--- src/rtl/mbox_pkg.sv ---
package mbox_pkg;

   localparam int LEN_W  = 16;
   localparam int OP_W   = 16;
   localparam int EFF_W  = 8;
   localparam int RC_W   = 5;
   localparam int STS_W  = 16;
   localparam int CMD_W  = LEN_W + OP_W;

   localparam logic [RC_W-1:0] RC_OK      = 5'h00;
   localparam logic [RC_W-1:0] RC_BAD_IN  = 5'h02;
   localparam logic [RC_W-1:0] RC_NO_CMD  = 5'h03;
   localparam logic [RC_W-1:0] RC_FAULT   = 5'h04;
   localparam logic [RC_W-1:0] RC_BAD_LEN = 5'h16;

   typedef struct packed {
      logic [OP_W-1:0]  opcode;
      logic [LEN_W-1:0] in_len;
      logic             var_len;
      logic [EFF_W-1:0] effect;
   } op_entry_t;

   typedef enum logic [2:0] {
      ST_IDLE, ST_LOOKUP, ST_RUN, ST_WB, ST_CLR
   } seq_st_e;

   localparam int DEF_NUM_OPS = 8;
   typedef op_entry_t [DEF_NUM_OPS-1:0] def_tbl_t;

   function automatic op_entry_t mk_entry(input logic [OP_W-1:0] op,
                                          input logic [LEN_W-1:0] len,
                                          input logic vl,
                                          input logic [EFF_W-1:0] eff);
      op_entry_t e;
      e.opcode  = op;
      e.in_len  = len;
      e.var_len = vl;
      e.effect  = eff;
      return e;
   endfunction

   function automatic def_tbl_t build_def_table();
      def_tbl_t t;
      t[0] = mk_entry(16'h0100, 16'h0001, 1'b0, 8'h00);
      t[1] = mk_entry(16'h0101, 16'h0000, 1'b1, 8'h10);
      t[2] = mk_entry(16'h0103, 16'h0004, 1'b0, 8'h02);
      t[3] = mk_entry(16'h0300, 16'h0000, 1'b0, 8'h00);
      t[4] = mk_entry(16'h0301, 16'h0008, 1'b0, 8'h08);
      t[5] = mk_entry(16'h0401, 16'h0018, 1'b0, 8'h00);
      t[6] = mk_entry(16'h4100, 16'h0000, 1'b0, 8'h00);
      t[7] = mk_entry(16'h4103, 16'h0000, 1'b1, 8'h06);
      return t;
   endfunction

   localparam def_tbl_t DEF_TABLE = build_def_table();

endpackage

--- src/rtl/mbox_lookup.sv ---
module mbox_lookup
   import mbox_pkg::*;
#(
   parameter int NUM_OPS = DEF_NUM_OPS,
   parameter op_entry_t [NUM_OPS-1:0] OP_TABLE = DEF_TABLE,
   parameter int IDX_W = 3
)(
   input  logic [OP_W-1:0]  opcode,
   input  logic [LEN_W-1:0] in_len,
   output logic             hit,
   output logic             len_ok,
   output logic [IDX_W-1:0] idx,
   output logic [EFF_W-1:0] effect
);

   logic [NUM_OPS-1:0] match;
   op_entry_t          sel;

   for (genvar i = 0; i < NUM_OPS; i++) begin : g_cmp
      assign match[i] = (OP_TABLE[i].opcode == opcode);
   end

   // lowest matching index wins
   always_comb begin
      hit = 1'b0;
      idx = '0;
      for (int i = NUM_OPS - 1; i >= 0; i--) begin
         if (match[i]) begin
            hit = 1'b1;
            idx = IDX_W'(i);
         end
      end
   end

   assign sel    = OP_TABLE[idx];
   assign len_ok = sel.var_len || (sel.in_len == in_len);
   assign effect = sel.effect;

endmodule

--- src/rtl/mbox_clamp.sv ---
module mbox_clamp
   import mbox_pkg::*;
#(
   parameter int PAYLOAD_BYTES = 256
)(
   input  logic [LEN_W-1:0] raw_len,
   input  logic [RC_W-1:0]  raw_rc,
   output logic [LEN_W-1:0] len,
   output logic [RC_W-1:0]  rc
);

   localparam logic [LEN_W-1:0] MAX_LEN = LEN_W'(PAYLOAD_BYTES);

   logic over;

   assign over = (raw_len > MAX_LEN);
   assign len  = over ? MAX_LEN  : raw_len;
   assign rc   = over ? RC_FAULT : raw_rc;

endmodule

--- src/rtl/mbox_seq.sv ---
module mbox_seq
   import mbox_pkg::*;
(
   input  logic             clk,
   input  logic             rst_n,
   input  logic             cmd_wr,
   input  logic [CMD_W-1:0] cmd_wdata,
   input  logic             db_set,
   input  logic             hit,
   input  logic             len_ok,
   input  logic             done,
   input  logic [LEN_W-1:0] res_len_in,
   input  logic [RC_W-1:0]  res_rc_in,
   output logic [CMD_W-1:0] cmd_reg,
   output logic [STS_W-1:0] sts_reg,
   output logic             doorbell,
   output logic             start
);

   seq_st_e          st;
   logic [LEN_W-1:0] res_len;
   logic [RC_W-1:0]  res_rc;

   always_ff @(posedge clk) begin
      if (!rst_n) begin
         st       <= ST_IDLE;
         cmd_reg  <= '0;
         sts_reg  <= '0;
         doorbell <= 1'b0;
         start    <= 1'b0;
         res_len  <= '0;
         res_rc   <= '0;
      end else begin
         start <= 1'b0;
         case (st)
            ST_IDLE: begin
               if (cmd_wr) cmd_reg <= cmd_wdata;
               if (db_set) begin
                  doorbell <= 1'b1;
                  st       <= ST_LOOKUP;
               end
            end
            ST_LOOKUP: begin
               if (!hit) begin
                  res_rc  <= RC_NO_CMD;
                  res_len <= '0;
                  st      <= ST_WB;
               end else if (!len_ok) begin
                  res_rc  <= RC_BAD_LEN;
                  res_len <= '0;
                  st      <= ST_WB;
               end else begin
                  start <= 1'b1;
                  st    <= ST_RUN;
               end
            end
            ST_RUN: begin
               if (done) begin
                  res_len <= res_len_in;
                  res_rc  <= res_rc_in;
                  st      <= ST_WB;
               end
            end
            ST_WB: begin
               cmd_reg <= {res_len, {OP_W{1'b0}}};
               sts_reg <= {{(STS_W-RC_W){1'b0}}, res_rc};
               st      <= ST_CLR;
            end
            ST_CLR: begin
               doorbell <= 1'b0;
               st       <= ST_IDLE;
            end
            default: st <= ST_IDLE;
         endcase
      end
   end

endmodule

--- src/rtl/mbox_dispatch.sv ---
module mbox_dispatch
   import mbox_pkg::*;
#(
   parameter int NUM_OPS = DEF_NUM_OPS,
   parameter op_entry_t [NUM_OPS-1:0] OP_TABLE = DEF_TABLE,
   parameter int PAYLOAD_BYTES = 256,
   localparam int IDX_W = (NUM_OPS > 1) ? $clog2(NUM_OPS) : 1
)(
   input  logic             clk,
   input  logic             rst_n,
   input  logic             cmd_wr,
   input  logic [CMD_W-1:0] cmd_wdata,
   input  logic             db_set,
   output logic [CMD_W-1:0] cmd_reg,
   output logic [STS_W-1:0] sts_reg,
   output logic             doorbell,
   output logic             hnd_start,
   output logic [IDX_W-1:0] hnd_index,
   output logic [OP_W-1:0]  hnd_opcode,
   output logic [LEN_W-1:0] hnd_in_len,
   output logic [EFF_W-1:0] hnd_effect,
   input  logic             hnd_done,
   input  logic [LEN_W-1:0] hnd_out_len,
   input  logic [RC_W-1:0]  hnd_rc
);

   if (NUM_OPS < 1) begin : g_bad_ops
      $error("NUM_OPS must be at least 1");
   end
   if (PAYLOAD_BYTES < 1 || PAYLOAD_BYTES >= (1 << LEN_W)) begin : g_bad_pl
      $error("PAYLOAD_BYTES must fit the length field");
   end

   logic             hit;
   logic             len_ok;
   logic [LEN_W-1:0] cl_len;
   logic [RC_W-1:0]  cl_rc;

   assign hnd_opcode = cmd_reg[OP_W-1:0];
   assign hnd_in_len = cmd_reg[CMD_W-1:OP_W];

   mbox_lookup #(
      .NUM_OPS (NUM_OPS),
      .OP_TABLE(OP_TABLE),
      .IDX_W   (IDX_W)
   ) u_lookup (
      .opcode(hnd_opcode),
      .in_len(hnd_in_len),
      .hit   (hit),
      .len_ok(len_ok),
      .idx   (hnd_index),
      .effect(hnd_effect)
   );

   mbox_clamp #(
      .PAYLOAD_BYTES(PAYLOAD_BYTES)
   ) u_clamp (
      .raw_len(hnd_out_len),
      .raw_rc (hnd_rc),
      .len    (cl_len),
      .rc     (cl_rc)
   );

   mbox_seq u_seq (
      .clk       (clk),
      .rst_n     (rst_n),
      .cmd_wr    (cmd_wr),
      .cmd_wdata (cmd_wdata),
      .db_set    (db_set),
      .hit       (hit),
      .len_ok    (len_ok),
      .done      (hnd_done),
      .res_len_in(cl_len),
      .res_rc_in (cl_rc),
      .cmd_reg   (cmd_reg),
      .sts_reg   (sts_reg),
      .doorbell  (doorbell),
      .start     (hnd_start)
   );

endmodule

--- config.mk ---
export PLATFORM = sky130hd
export DESIGN_NAME = mbox_dispatch
export DESIGN_NICKNAME = d
export VERILOG_FILES = /design/src/rtl/mbox_pkg.sv /design/src/rtl/mbox_lookup.sv /design/src/rtl/mbox_clamp.sv /design/src/rtl/mbox_seq.sv /design/src/rtl/mbox_dispatch.sv
export SDC_FILE = /design/constraint.sdc
export NUM_CORES = 1
export LEC_CHECK = 0
export ABC_AREA = 1
export BUFFER_PORTS_ARGS = -buffer_cell sky130_fd_sc_hd__buf_4
export CORE_UTILIZATION = 47
export CTS_CLUSTER_DIAMETER = 150
export DETAILED_ROUTE_END_ITERATION = 12
export HOLD_SLACK_MARGIN = 0.03
export PLACE_DENSITY_LB_ADDON = 0.12
export SLEW_MARGIN = 25
export SYNTH_ARGS = -nofsm -noshare
export SYNTH_HDL_FRONTEND = slang
export SYNTH_SLANG_ARGS = --single-unit
--- constraint.sdc ---
create_clock -name clk -period 2.5 [get_ports clk]
set_clock_uncertainty 0.1 [all_clocks]
set_input_delay 0.5 -clock clk [delete_from_list [all_inputs] [get_ports clk]]
set_output_delay 0.5 -clock clk [all_outputs]
set_load 0.05 [all_outputs]
# After elaboration in Yosys (flattened, before gate mapping)
# Memory sizes are Yosys's and may differ from the RTL's.
# Cells that the tools add are included.
# word_totals
ff_bits	63
rom_bits	328
inputBits	58
wordCells	74
mem_count	1
# memory_table
name	words	width	read_ports	rd_ports_with_merged_regs	wr	line	source
(name not given)	8	41	1	0	0	mbox_lookup.sv:35	assign sel = OP_TABLE[idx];
# op_classes
magnitude_cmp	2
n_eq_ne	17
muxes	37
n_reduce_logical	10
# op_table
operator	n
16-bit two-way mux	4
32-bit case mux with 2 select lines	1
9-bit by 16-bit equality test with 1-bit output, first input constant	3
3-bit two-way mux	11
10-bit by 16-bit equality test with 1-bit output, first input constant	2
15-bit by 16-bit equality test with 1-bit output, first input constant	2
32-bit two-way mux	1
16-bit case mux with 2 select lines	1
25-bit two-way mux	1
5-bit two-way mux	4
11-bit by 16-bit equality test with 1-bit output, first input constant	1
16-bit equality test	1
16-bit by 9-bit > comparator with 1-bit output, second input constant	1
3-bit case mux with 4 select lines	1
1-bit two-way mux	11
5-bit case mux with 2 select lines	1
3-bit by 2-bit equality test with 1-bit output, second input constant	2
2-bit != test, second input constant	3
2-bit AND reduction	3
3-bit AND reduction	2
2-bit nonzero test	3
3-bit by 4-bit less-than comparator with 1-bit output, second input constant	1
3-bit by 1-bit equality test with 1-bit output, second input constant	1
3-bit equality test, second input constant	1
other kinds (4)	4

# Logic depth before layout (Yosys ltp)
# Gate-level depths: netlist (run 1).
# depth
word_depth	16
depth_mapped	19
depth_no_buf	18

# Cells and area by module
# A second synthesis (run 1) with hierarchy kept.
# unflattened
cells_unflattened	575
hier_area_um2	3779.9
# by_module_without_submodules
module	instances	cells_per_inst	area_each_um2
mbox_seq	1	411	2840.2
mbox_lookup	1	83	429.2
mbox_clamp	1	49	270.3
mbox_dispatch	1	32	240.2

# Worst setup path after synthesis (run 1)
# OpenSTA, ideal clock, no wires.
# synth_path
path_kind	flip-flop to output port
from	register u_seq.cmd_reg[0]
to	output port hnd_effect[3]
arrival_ns	1.737
required_ns	1.900
path_slack_ns	0.163
stages_incl_launch_ff	7
n_path_buf	0
cell_sequence	dfxtp_1 inv_2 nor2_1 nand2_1 nor2_2 nand2_1 nor2_1
# synth_between
elab_chain_len	11
elab_cells_between_ends	18
cone_classes	8 x eq/ne; 9 x mux; 1 x memory
# synth_lines
element	line	source
start: declaration	mbox_seq.sv:14	output logic [CMD_W-1:0] cmd_reg,
start signal: assignment	mbox_seq.sv:37	if (cmd_wr) cmd_reg <= cmd_wdata;
start signal: assignment	mbox_seq.sv:65	cmd_reg <= {res_len, {OP_W{1'b0}}};
15-bit by 16-bit equality test with 1-bit output	mbox_lookup.sv:20	assign match[i] = (OP_TABLE[i].opcode == opcode);
3-bit two-way mux (7 in series)	mbox_lookup.sv:28	if (match[i]) begin
3-bit two-way mux (*)	mbox_lookup.sv:28	
memory 8 x 41 bit (*)	n/a	
25-bit two-way mux (not written as such) (*)	mbox_lookup.sv:35	
end: declaration	mbox_dispatch.sv:21	output logic [EFF_W-1:0] hnd_effect,
# Mark *: on every way between the ends. The rest lies on a longest branch, timed or not. The select of a mux whose other input is x is not followed.

# Worst setup path after layout (run 1)
# layout_path
from	register u_seq.cmd_reg[6]
to	output port hnd_index[1]
# layout_between
elab_chain_len	9
elab_cells_between_ends	16
cone_classes	8 x eq/ne; 8 x mux
# layout_lines
element	line	source
15-bit by 16-bit equality test with 1-bit output	mbox_lookup.sv:20	
3-bit two-way mux (7 in series)	mbox_lookup.sv:28	
3-bit two-way mux (*)	mbox_lookup.sv:28	
end: declaration	mbox_dispatch.sv:18	output logic [IDX_W-1:0] hnd_index,
# Mark *: on every way between the ends. The rest lies on a longest branch, timed or not.

==> results of run 1 <==
==> how the worst min path moves through the flow <==
stage,startpoint,end,depth (start not counted)
3_3_place_gp,u_seq.res_len[9]$_SDFFE_PN0P_,u_seq.res_len[9]$_SDFFE_PN0P_,2
5_1_grt,cmd_wdata[1],u_seq.cmd_reg[1]$_SDFFE_PN0P_,3
4_1_cts,cmd_wdata[12],u_seq.cmd_reg[12]$_SDFFE_PN0P_,3
6_report,cmd_wdata[12],u_seq.cmd_reg[12]$_SDFFE_PN0P_,3
3_5_place_dp,u_seq.res_rc[3]$_SDFFE_PN0P_,u_seq.sts_reg[3]$_SDFFE_PN0P_,2
2_1_floorplan,u_seq.res_len[10]$_SDFFE_PN0P_,u_seq.res_len[10]$_SDFFE_PN0P_,2
==> cells by family (layout without fill, tap and decap cells) <==
| group | Yosys count | in the layout |
|---|---|---|
| and+or+nand+nor | 197 | 198 |
| buffers and inverters | 142 | 235 |
| AOI/OAI and AO/OA | 75 | 75 |
| DFF | 63 | 63 |
| other | 1 | 15 |
| xor gates and xnor gates | 1 | 1 |
==> worst reg2reg max path: cells and delay by family, from the launching register on <==
family	cells	cell delay, ns
and+or+nand+nor	15	1.63
DFF	1	0.38
buffers and inverters	1	0.04
==> layout make-up <==
| cell class | instances | area share [%] |
|---|---|---|
| clock buffers | 11 | 3.278 |
| multi-input cells | 289 | 32.38 |
| inverters | 76 | 6.614 |
| well taps | 96 | 2.785 |
| repair buffers | 143 | 24.89 |
| flip-flops and latches | 63 | 29.27 |
| clock inverters | 5 | 0.7833 |
==> synthesized netlist by cell type, drive strengths merged <==
cell type and number:
nand2 89, inv 75, dfxtp 63, nor2 62, buf 53, a21oi 41
nand3 18, o21ai 17, nand4 15, o221ai 15, clkbuf 13, nor3 8
nor4 2, a211oi 1, and2 1, and3 1, clkinv 1, conb 1
o211ai 1, or2 1, xor2 1
==> what timing repair did <==
item                                    in CTS  in global routing
endpoints found under the setup margin       0                 22
resized for setup                            0                  3
buffers inserted                             0                  0
==> routing by layer <==
layer / GRT usage, % / up-vias / routed length [µm]
met3: 4.716 / 11 / 520
met1: 27.00 / 1462 / 3697
met4: 10.15 / 0 / 122
met5: 0 / - / 0
met2: 38.24 / 121 / 3943
li1: - / 1672 / -
==> layout by cell type, fill, tap and decap left out, types with 2 or more instances in the layout <==
cell type	Yosys	layout
sky130_fd_sc_hd__nor2_1	56	55
sky130_fd_sc_hd__nor2_2	6	7
sky130_fd_sc_hd__buf_4	48	143
sky130_fd_sc_hd__nor3_1	8	8
sky130_fd_sc_hd__nand2_1	85	85
sky130_fd_sc_hd__nand4_1	15	15
sky130_fd_sc_hd__clkinv_2	0	2
sky130_fd_sc_hd__nand3_2	2	2
sky130_fd_sc_hd__inv_1	74	74
sky130_fd_sc_hd__o21ai_0	16	16
sky130_fd_sc_hd__nand2_2	3	3
sky130_fd_sc_hd__a21oi_1	41	41
sky130_fd_sc_hd__clkbuf_8	0	10
sky130_fd_sc_hd__nand3_1	15	15
sky130_fd_sc_hd__o221ai_1	15	15
sky130_fd_sc_hd__dfxtp_1	63	62
sky130_fd_sc_hd__nand3_4	1	2
sky130_fd_sc_hd__nor4_1	2	2
sky130_fd_sc_hd__clkinvlp_4	0	2
sky130_fd_sc_hd__conb_1	1	15
==> power by group <==
group,internal (mW),switching (mW),total [mW]
logic,0.747,1.78,2.53
clock network,0.385,0.404,0.789
registers,1.25,0.185,1.44
==> results_dict.tcl, run 1 <==
set metrics [dict create \
    outcome "finished, final reports clean" \
    slew_violations 0 \
    crit_chain "nor2_1 -> nand2_1 -> nor2_1 -> nand2_1 -> nand2_1 -> nor2_1 -> inv_1 -> buf_4" \
    core-area_mm2 0.006794 \
    critical_path.max_fanout 4 \
    unrepaired_setup_endpoints_after_global_routing "no" \
    report.final.hold_viol_count 0 \
    synthDominantAreaCellType "sky130_fd_sc_hd__dfxtp_1" \
    tritoncts "built" \
    placement_rows 30 \
    synth-adder-area-share_pct 0 \
    critPathLaunch "u_seq.cmd_reg[6]$_SDFFE_PN0P_" \
    globalRouteTotalUtil_pct 22.40 \
    critPathTopFamily "simple AND/OR/NAND/NOR gates" \
    finalSetupViolCount 0 \
    synthTopCellsByArea "sky130_fd_sc_hd__dfxtp_1, sky130_fd_sc_hd__buf_4, sky130_fd_sc_hd__nand2_1, sky130_fd_sc_hd__inv_1, sky130_fd_sc_hd__nor2_1" \
    initial_utilization_pct 48.80 \
    largest_register_ffs 32 \
    worst_setup_end_kind "output port" \
    max-clock-path-buffers 2 \
    filler_cell_count 653 \
    r2r_end "u_seq.res_len[4]$_SDFFE_PN0P_" \
    cts.reportedPaths.clkPinSlew_ns 0.07 \
    worst-endpoint-required_ns 1.90 \
    ys_ff_latch 63 \
    root_buffer_master "sky130_fd_sc_hd__clkbuf_8" \
    area_growth_syn_to_layout_pct 30.08 \
    yosysTopAreaCellShare_pct 38.04 \
    final_nets 640 \
    num_antenna_cells 0 \
    grt_max_degree 39 \
    crit_path_end "hnd_index[1]" \
    crit_cells 8 \
    cts.sink_count 63 \
    ir_drop_v 0.0004716 \
    power.static_leakage_nw 2.227 \
    place.port_buffers 135 \
    main_combinational_cell_family_by_area_after_synthesis "simple AND/OR/NAND/NOR gates" \
    cap_violations 0 \
    fp.dieW_um 85.99 \
    postRouteWirelength_um 8283 \
    worst_hold_path_type "in -> reg" \
    wl_per_cell_um 12.13 \
    worst-path-buf-inv 2 \
    compound_gate_portion_of_the_synthesized_area_pct 13.17 \
    slowest_delay_ns 0.34 \
    layout_setup_ws_ns 0.1720 \
    chip_height_um 85.99 \
    synthesis.yosys.warnings 0 \
    worst_hold_slack_ns 0.3228 \
    crit_path_kind "reg -> out" \
    post_synth_mux_area_share_pct 0 \
    fin_crit_ns 2.328 \
    final_util_pct 63.48 \
    power.density_mw_per_mm2 1102 \
    timing.setup.tns_ns 0 \
    detail_route.vias_per_cell 4.782 \
    syn_inst 479 \
    htreeDepth 3 \
    syn_area_mm2 0.003316 \
    pre_cts_ws_ns 0.1716 \
    final_min_period_over_clock_period_pct 93.12 \
    clock.fmax_ghz 0.4296 \
    drt_drc_violations_left 0 \
    numPlacedInstances 666 \
    xor_and_xnor_area_share_after_synthesis_pct 0.2642 \
    overflow 0 \
    finish.cell_count_without_fillers 683 \
    cp.arrival_ns 1.73 \
    grt_antenna_before_repair 0 \
    grt_pass1_vias 2885 \
    syn_area_cell_um2 6.922 \
    place.gp.congestion 0.9373 \
    detail-route-antenna-nets 0 \
    drive_gt1_share_pct 29.98 \
    rrSetupSlack_ns 0.27 \
    finalInstanceArea_mm2 0.004313 \
    area.sequential_mm2 0.001262 \
    multi_input_area_mm2 0.001396 \
    placed_cell_areas_mm2 0.004116 \
    worstReg2RegStart "u_seq.cmd_reg[6]$_SDFFE_PN0P_" \
    cp_slowest_cell "sky130_fd_sc_hd__dfxtp_1" \
    synth_cell_type_count 31 \
    die-area_mm2 0.007394 \
    worstSkewPairLatency_ns 0.34 \
    seq_area_frac_synth_pct 38.04 \
    num_vias 3266 \
    grt_first_pass_wirelength_um 13030 \
    total_power_mw 4.753 \
    floorplan.io_pins 151 \
    r2r.worst_path.cells 16 \
    postCtsHoldBufs 0 \
    dr.pass1.iters 4 \
    hpwl_um 6245 \
    synth_simple_gate_area_share_pct 26.38 \
    cts-buffers-inserted 9 \
    setup.worst_path.start_class "flop" \
    first_iter_violations 137 \
]
Power figures use the tool's default switching activity.
==> run 2, diff against run 1 <==
- CTS_BUF_LIST: not set -> sky130_fd_sc_hd__clkbuf_4 sky130_fd_sc_hd__clkbuf_8 sky130_fd_sc_hd__clkbuf_16
==> run 2 against run 1 <==
  * Final area barely moved
  * Non-clock buffer count did not move
  * Final cell count did not move
  * Core utilization rose by 0.055 points
  * Sequential power barely moved
  * Critical endpoint is now hnd_index[0]
  * Wire length rose by 0.60%
  * Highest routed layer unchanged
  * Combinational power barely moved
  * Fmax fell by 0.24%
  * Critical path depth did not move
  * Clock power rose by 2%
  * First-iteration DRC count rose by 23%
  * Total power rose by 0.23%
==> results_dict.tcl, run 2 (synthesis results as in run 1) <==
set metrics [dict create \
    report.final.hold_viol_count 0 \
    place.port_buffers 135 \
    hpwl_um 6245 \
    num_vias 3296 \
    ir_drop_v 0.0004699 \
    filler_cell_count 651 \
    power.static_leakage_nw 2.231 \
    postCtsSetupBuffers 0 \
    placed_cell_areas_mm2 0.004116 \
    worst_hold_path_type "in -> reg" \
    worst-endpoint-required_ns 1.90 \
    final_nets 640 \
    timing.setup.tns_ns 0 \
    final_common_cell "sky130_fd_sc_hd__buf_4" \
    chip_height_um 85.99 \
    grt_pass1_vias 2878 \
    grt_antenna_before_repair 0 \
    unrepaired_setup_endpoints_after_global_routing "no" \
    cts-buffers-inserted 9 \
    cp.arrival_ns 1.73 \
    pre_cts_ws_ns 0.1716 \
    area_growth_syn_to_layout_pct 30.19 \
    worst_setup_end_kind "output port" \
    drt_drc_violations_left 0 \
    grt_first_pass_wirelength_um 13040 \
    hold-path-cell-count 3 \
    detail-route-antenna-nets 0 \
    multi_input_area_mm2 0.001396 \
    largest_register_ffs 32 \
    outcome "finished, final reports clean" \
    setup.worst_path.start_class "flop" \
    area.sequential_mm2 0.001262 \
    fin_crit_ns 2.334 \
    postRouteWirelength_um 8333 \
    finalInstanceArea_mm2 0.004317 \
    dr.pass1.iters 4 \
    cap_violations 0 \
    placement_rows 30 \
    floorplan.io_pins 151 \
    root_buffer_master "sky130_fd_sc_hd__clkbuf_8" \
    place.gp.congestion 0.9373 \
    finalSetupViolCount 0 \
    critical_path.max_fanout 4 \
    numPlacedInstances 666 \
    fp.dieW_um 85.99 \
    worst_hold_slack_ns 0.3215 \
    final_util_pct 63.54 \
    detail_route.vias_per_cell 4.826 \
    initial_utilization_pct 48.80 \
    power.density_mw_per_mm2 1104 \
    cts.sink_count 63 \
    overflow 0 \
    clock.fmax_ghz 0.4285 \
    cts.reportedPaths.clkPinSlew_ns 0.07 \
    worstSkewPairLatency_ns 0.34 \
    commonest_cells_after_routing_fill_and_taps_aside "sky130_fd_sc_hd__buf_4, sky130_fd_sc_hd__nand2_1, sky130_fd_sc_hd__inv_1, sky130_fd_sc_hd__dfxtp_1, sky130_fd_sc_hd__nor2_1" \
    slew_violations 0 \
    crit_path_kind "reg -> out" \
    num_antenna_cells 0 \
    finish.cell_count_without_fillers 683 \
    die-area_mm2 0.007394 \
    r2r.worst_path.cells 13 \
    tritoncts "built" \
    globalRouteTotalUtil_pct 22.40 \
    wl_per_cell_um 12.20 \
    final_min_period_over_clock_period_pct 93.34 \
    first_iter_violations 168 \
    htreeDepth 3 \
    grt_max_degree 39 \
    total_power_mw 4.764 \
    drive_gt1_share_pct 30.15 \
    max-clock-path-buffers 2 \
    layout_setup_ws_ns 0.1664 \
    core-area_mm2 0.006794 \
]
==> run 2: worst paths after layout <==
kind | start | to | slack, ns
worst max-delay path | u_seq.cmd_reg[6]$_SDFFE_PN0P_ | hnd_index[0] | 0.17
worst min-delay path | cmd_wdata[12] | u_seq.cmd_reg[12]$_SDFFE_PN0P_ | 0.32
worst max register to register | u_seq.cmd_reg[6]$_SDFFE_PN0P_ | u_seq.res_len[4]$_SDFFE_PN0P_ | 0.27
worst min register to register | u_seq.res_len[10]$_SDFFE_PN0P_ | u_seq.res_len[10]$_SDFFE_PN0P_ | 0.36
==> run 2: cell type report <==
class | count | share of cell area (%)
multi-input combinational | 289 | 32.35
sequential | 63 | 29.25
timing repair buffer | 143 | 24.87
inverter | 76 | 6.609
clock buffer | 11 | 3.362
tap | 96 | 2.783
clock inverter | 5 | 0.7826
==> run 2: per-layer routing <==
layer  vias to the layer above  wire length [µm]  track usage (%)
met4                         0               124            9.697
met2                       132              3987            38.46
li1                       1670                 -                -
met3                        12               556            4.235
met1                      1482              3665            27.30
met5                         -                 0                0
==> run 2: what timing repair did <==
action	in CTS	in global routing
hold buffers	0	0
endpoints found under the setup margin	0	22
resized for setup	0	3
hold endpoints to repair	0	0
==> run 2: critical path: stages, from the launching register on <==
cell                      delay [ns]
sky130_fd_sc_hd__dfxtp_1        0.34
sky130_fd_sc_hd__nor2_1         0.13
sky130_fd_sc_hd__nand2_1        0.13
sky130_fd_sc_hd__nor2_1         0.21
sky130_fd_sc_hd__nand2_1        0.16
sky130_fd_sc_hd__nand2_1        0.11
sky130_fd_sc_hd__nor2_2         0.06
sky130_fd_sc_hd__inv_1          0.05
sky130_fd_sc_hd__buf_4          0.19
==> run 2: where the power goes <==
group          total [mW]  leakage (nW)  switching [mW]  internal [mW]
Sequential           1.43         0.518           0.184           1.25
Combinational        2.53          1.62            1.78          0.747
Clock               0.801        0.0887           0.405          0.396
==> run 3, diff against run 2 <==
- SETUP_SLACK_MARGIN: not set -> 0.4
==> run 3 against run 2 <==
  * Total power grew 11%
  * Die area is the same
  * Sequential share of layout area shrank 2.4 points
  * Register-to-register slack gained 0.09 ns
  * Flip-flop and latch count is the same
  * Sequential power grew 3%
  * Via count grew 4.3%
  * Critical path type unchanged
  * Highest routed layer unchanged
==> results_dict.tcl, run 3 (synthesis results as in run 1) <==
set metrics [dict create \
    grt_pass1_vias 3052 \
    grt_antenna_before_repair 0 \
    floorplan.io_pins 151 \
    globalRouteTotalUtil_pct 23.69 \
    cp.arrival_ns 1.62 \
    drt_drc_violations_left 0 \
    area.sequential_mm2 0.001301 \
    chip_height_um 85.99 \
    placement_rows 30 \
    multi_input_area_mm2 0.001673 \
    ir_drop_v 0.0005947 \
    finalInstanceArea_mm2 0.004853 \
    timing.setup.tns_ns 0 \
    cp_slowest_cell "sky130_fd_sc_hd__dfxtp_4" \
    filler_cell_count 536 \
    crit_path_kind "reg -> out" \
    worst-endpoint-required_ns 1.90 \
    clock.fmax_ghz 0.4498 \
    r2r.worst_path.cells 17 \
    largest_register_ffs 32 \
    placed_cell_areas_mm2 0.004131 \
    cts.reportedPaths.clkPinSlew_ns 0.08 \
    slowest_delay_ns 0.37 \
    root_buffer_master "sky130_fd_sc_hd__clkbuf_8" \
    power.static_leakage_nw 2.366 \
    worstMarginPinSlew_ns 0.7106 \
    postCtsHoldBufs 0 \
    core-area_mm2 0.006794 \
    detail_route.vias_per_cell 4.899 \
    num_antenna_cells 0 \
    rrSetupSlack_ns 0.36 \
    r2r_end "u_seq.res_len[2]$_SDFFE_PN0P_" \
    worstSkewPairLatency_ns 0.34 \
    hpwl_um 6115 \
    detail-route-antenna-nets 0 \
    drive_gt1_share_pct 43.56 \
    fin_crit_ns 2.223 \
    worst_hold_path_type "in -> reg" \
    overflow 0 \
    final_min_period_over_clock_period_pct 88.93 \
    postRouteWirelength_um 9109 \
    crit_chain "nor2_4 -> nand3_4 -> nor2_4 -> inv_2 -> nor2_4 -> nor2_4 -> inv_2 -> buf_8" \
    hold-path-cell-count 3 \
    worst_slew_margin_rel_pct 52.45 \
    die-area_mm2 0.007394 \
    cts.sink_count 63 \
    cts-buffers-inserted 9 \
    commonest_cells_after_routing_fill_and_taps_aside "sky130_fd_sc_hd__buf_4, sky130_fd_sc_hd__nand2_1, sky130_fd_sc_hd__inv_1, sky130_fd_sc_hd__dfxtp_1, sky130_fd_sc_hd__a21oi_1" \
    final_common_cell "sky130_fd_sc_hd__buf_4" \
    cap_violations 0 \
    finalSetupViolCount 0 \
    max-clock-path-buffers 2 \
    wl_per_cell_um 12.98 \
    dr.pass1.iters 5 \
    initial_utilization_pct 48.80 \
    power.density_mw_per_mm2 1092 \
    report.final.hold_viol_count 0 \
    slew_violations 0 \
    critical_path.max_fanout 4 \
    fp.dieW_um 85.99 \
    worstReg2RegStart "u_seq.cmd_reg[5]$_SDFFE_PN0P_" \
    endpoint_of_the_worst_hold_path "u_seq.cmd_reg[10]$_SDFFE_PN0P_" \
    place.port_buffers 135 \
    num_vias 3439 \
    pre_cts_ws_ns 0.2591 \
    htreeDepth 3 \
    outcome "finished, final reports clean" \
    hold_start "cmd_wdata[10]" \
    setup.worst_path.start_class "flop" \
    area_growth_syn_to_layout_pct 46.38 \
    first_iter_violations 127 \
    worst_setup_end_kind "output port" \
    tritoncts "built" \
    place.gp.congestion 0.8972 \
    unrepaired_setup_endpoints_after_global_routing "yes" \
    final_nets 659 \
    grt_first_pass_wirelength_um 13790 \
    final_util_pct 71.44 \
    grt_max_degree 39 \
    total_power_mw 5.301 \
    crit_path_frequent_cell "sky130_fd_sc_hd__nor2_4" \
    layout_setup_ws_ns 0.2767 \
]
==> run 3: area by class of cell <==
cell class	instances	share of cell area (%)
clock buffer	11	3.119
clock inverter	5	1.650
inverter	76	5.878
multi-input combinational	292	34.47
sequential	63	26.81
tap	96	2.475
timing repair buffer	159	25.60
==> run 3: metal layers <==
metal	up-vias	wire length [µm]	track usage, %
met3	24	688	6.545
met4	0	243	8.939
met5	-	0	0
met2	159	4464	40.26
li1	1722	-	-
met1	1534	3713	28.44
==> run 3: report_power, final <==
part,switching (mW),leakage (nW),total (mW),internal (mW)
clock,0.398,0.112,1.01,0.614
combinational,1.94,1.73,2.81,0.874
sequential,0.209,0.526,1.48,1.27
==> run 3: what timing repair did <==
item,4_1_cts,5_1_grt
gates cloned,4,0
resized for setup,42,58
endpoints found under the setup margin,27,29
setup buffers,12,5
pin swaps,13,28
==> run 3: worst max-delay path, delay by kind of cell, from the launching register on <==
family | cells | cell delay [ns]
flops | 1 | 0.37
simple gates | 5 | 0.65
buf+inv | 3 | 0.25
==> run 3: how the worst max path moves through the flow <==
stage	startpoint	to	slack, ns	cells after the start
after floorplan	u_seq.cmd_reg[9]$_SDFFE_PN0P_	u_seq.res_len[8]$_SDFFE_PN0P_	0.45	16
after global placement	u_seq.cmd_reg[6]$_SDFFE_PN0P_	u_seq.res_len[8]$_SDFFE_PN0P_	0.29	15
after detailed placement	u_seq.cmd_reg[1]$_SDFFE_PN0P_	u_seq.res_rc[2]$_SDFFE_PN0P_	0.26	18
after CTS	u_seq.cmd_reg[6]$_SDFFE_PN0P_	hnd_index[1]	0.33	8
after global routing	u_seq.cmd_reg[2]$_SDFFE_PN0P_	hnd_index[0]	0.20	10
final	u_seq.cmd_reg[10]$_SDFFE_PN0P_	hnd_index[2]	0.28	8
==> run 3: metrics by stage <==
stage,hold WS [ns],cells
6_report,0.3020,702
2_1_floorplan,0.3168,493
4_1_cts,0.2951,697
5_1_grt,0.3101,702
3_5_place_dp,0.3322,665
3_3_place_gp,0.3315,665
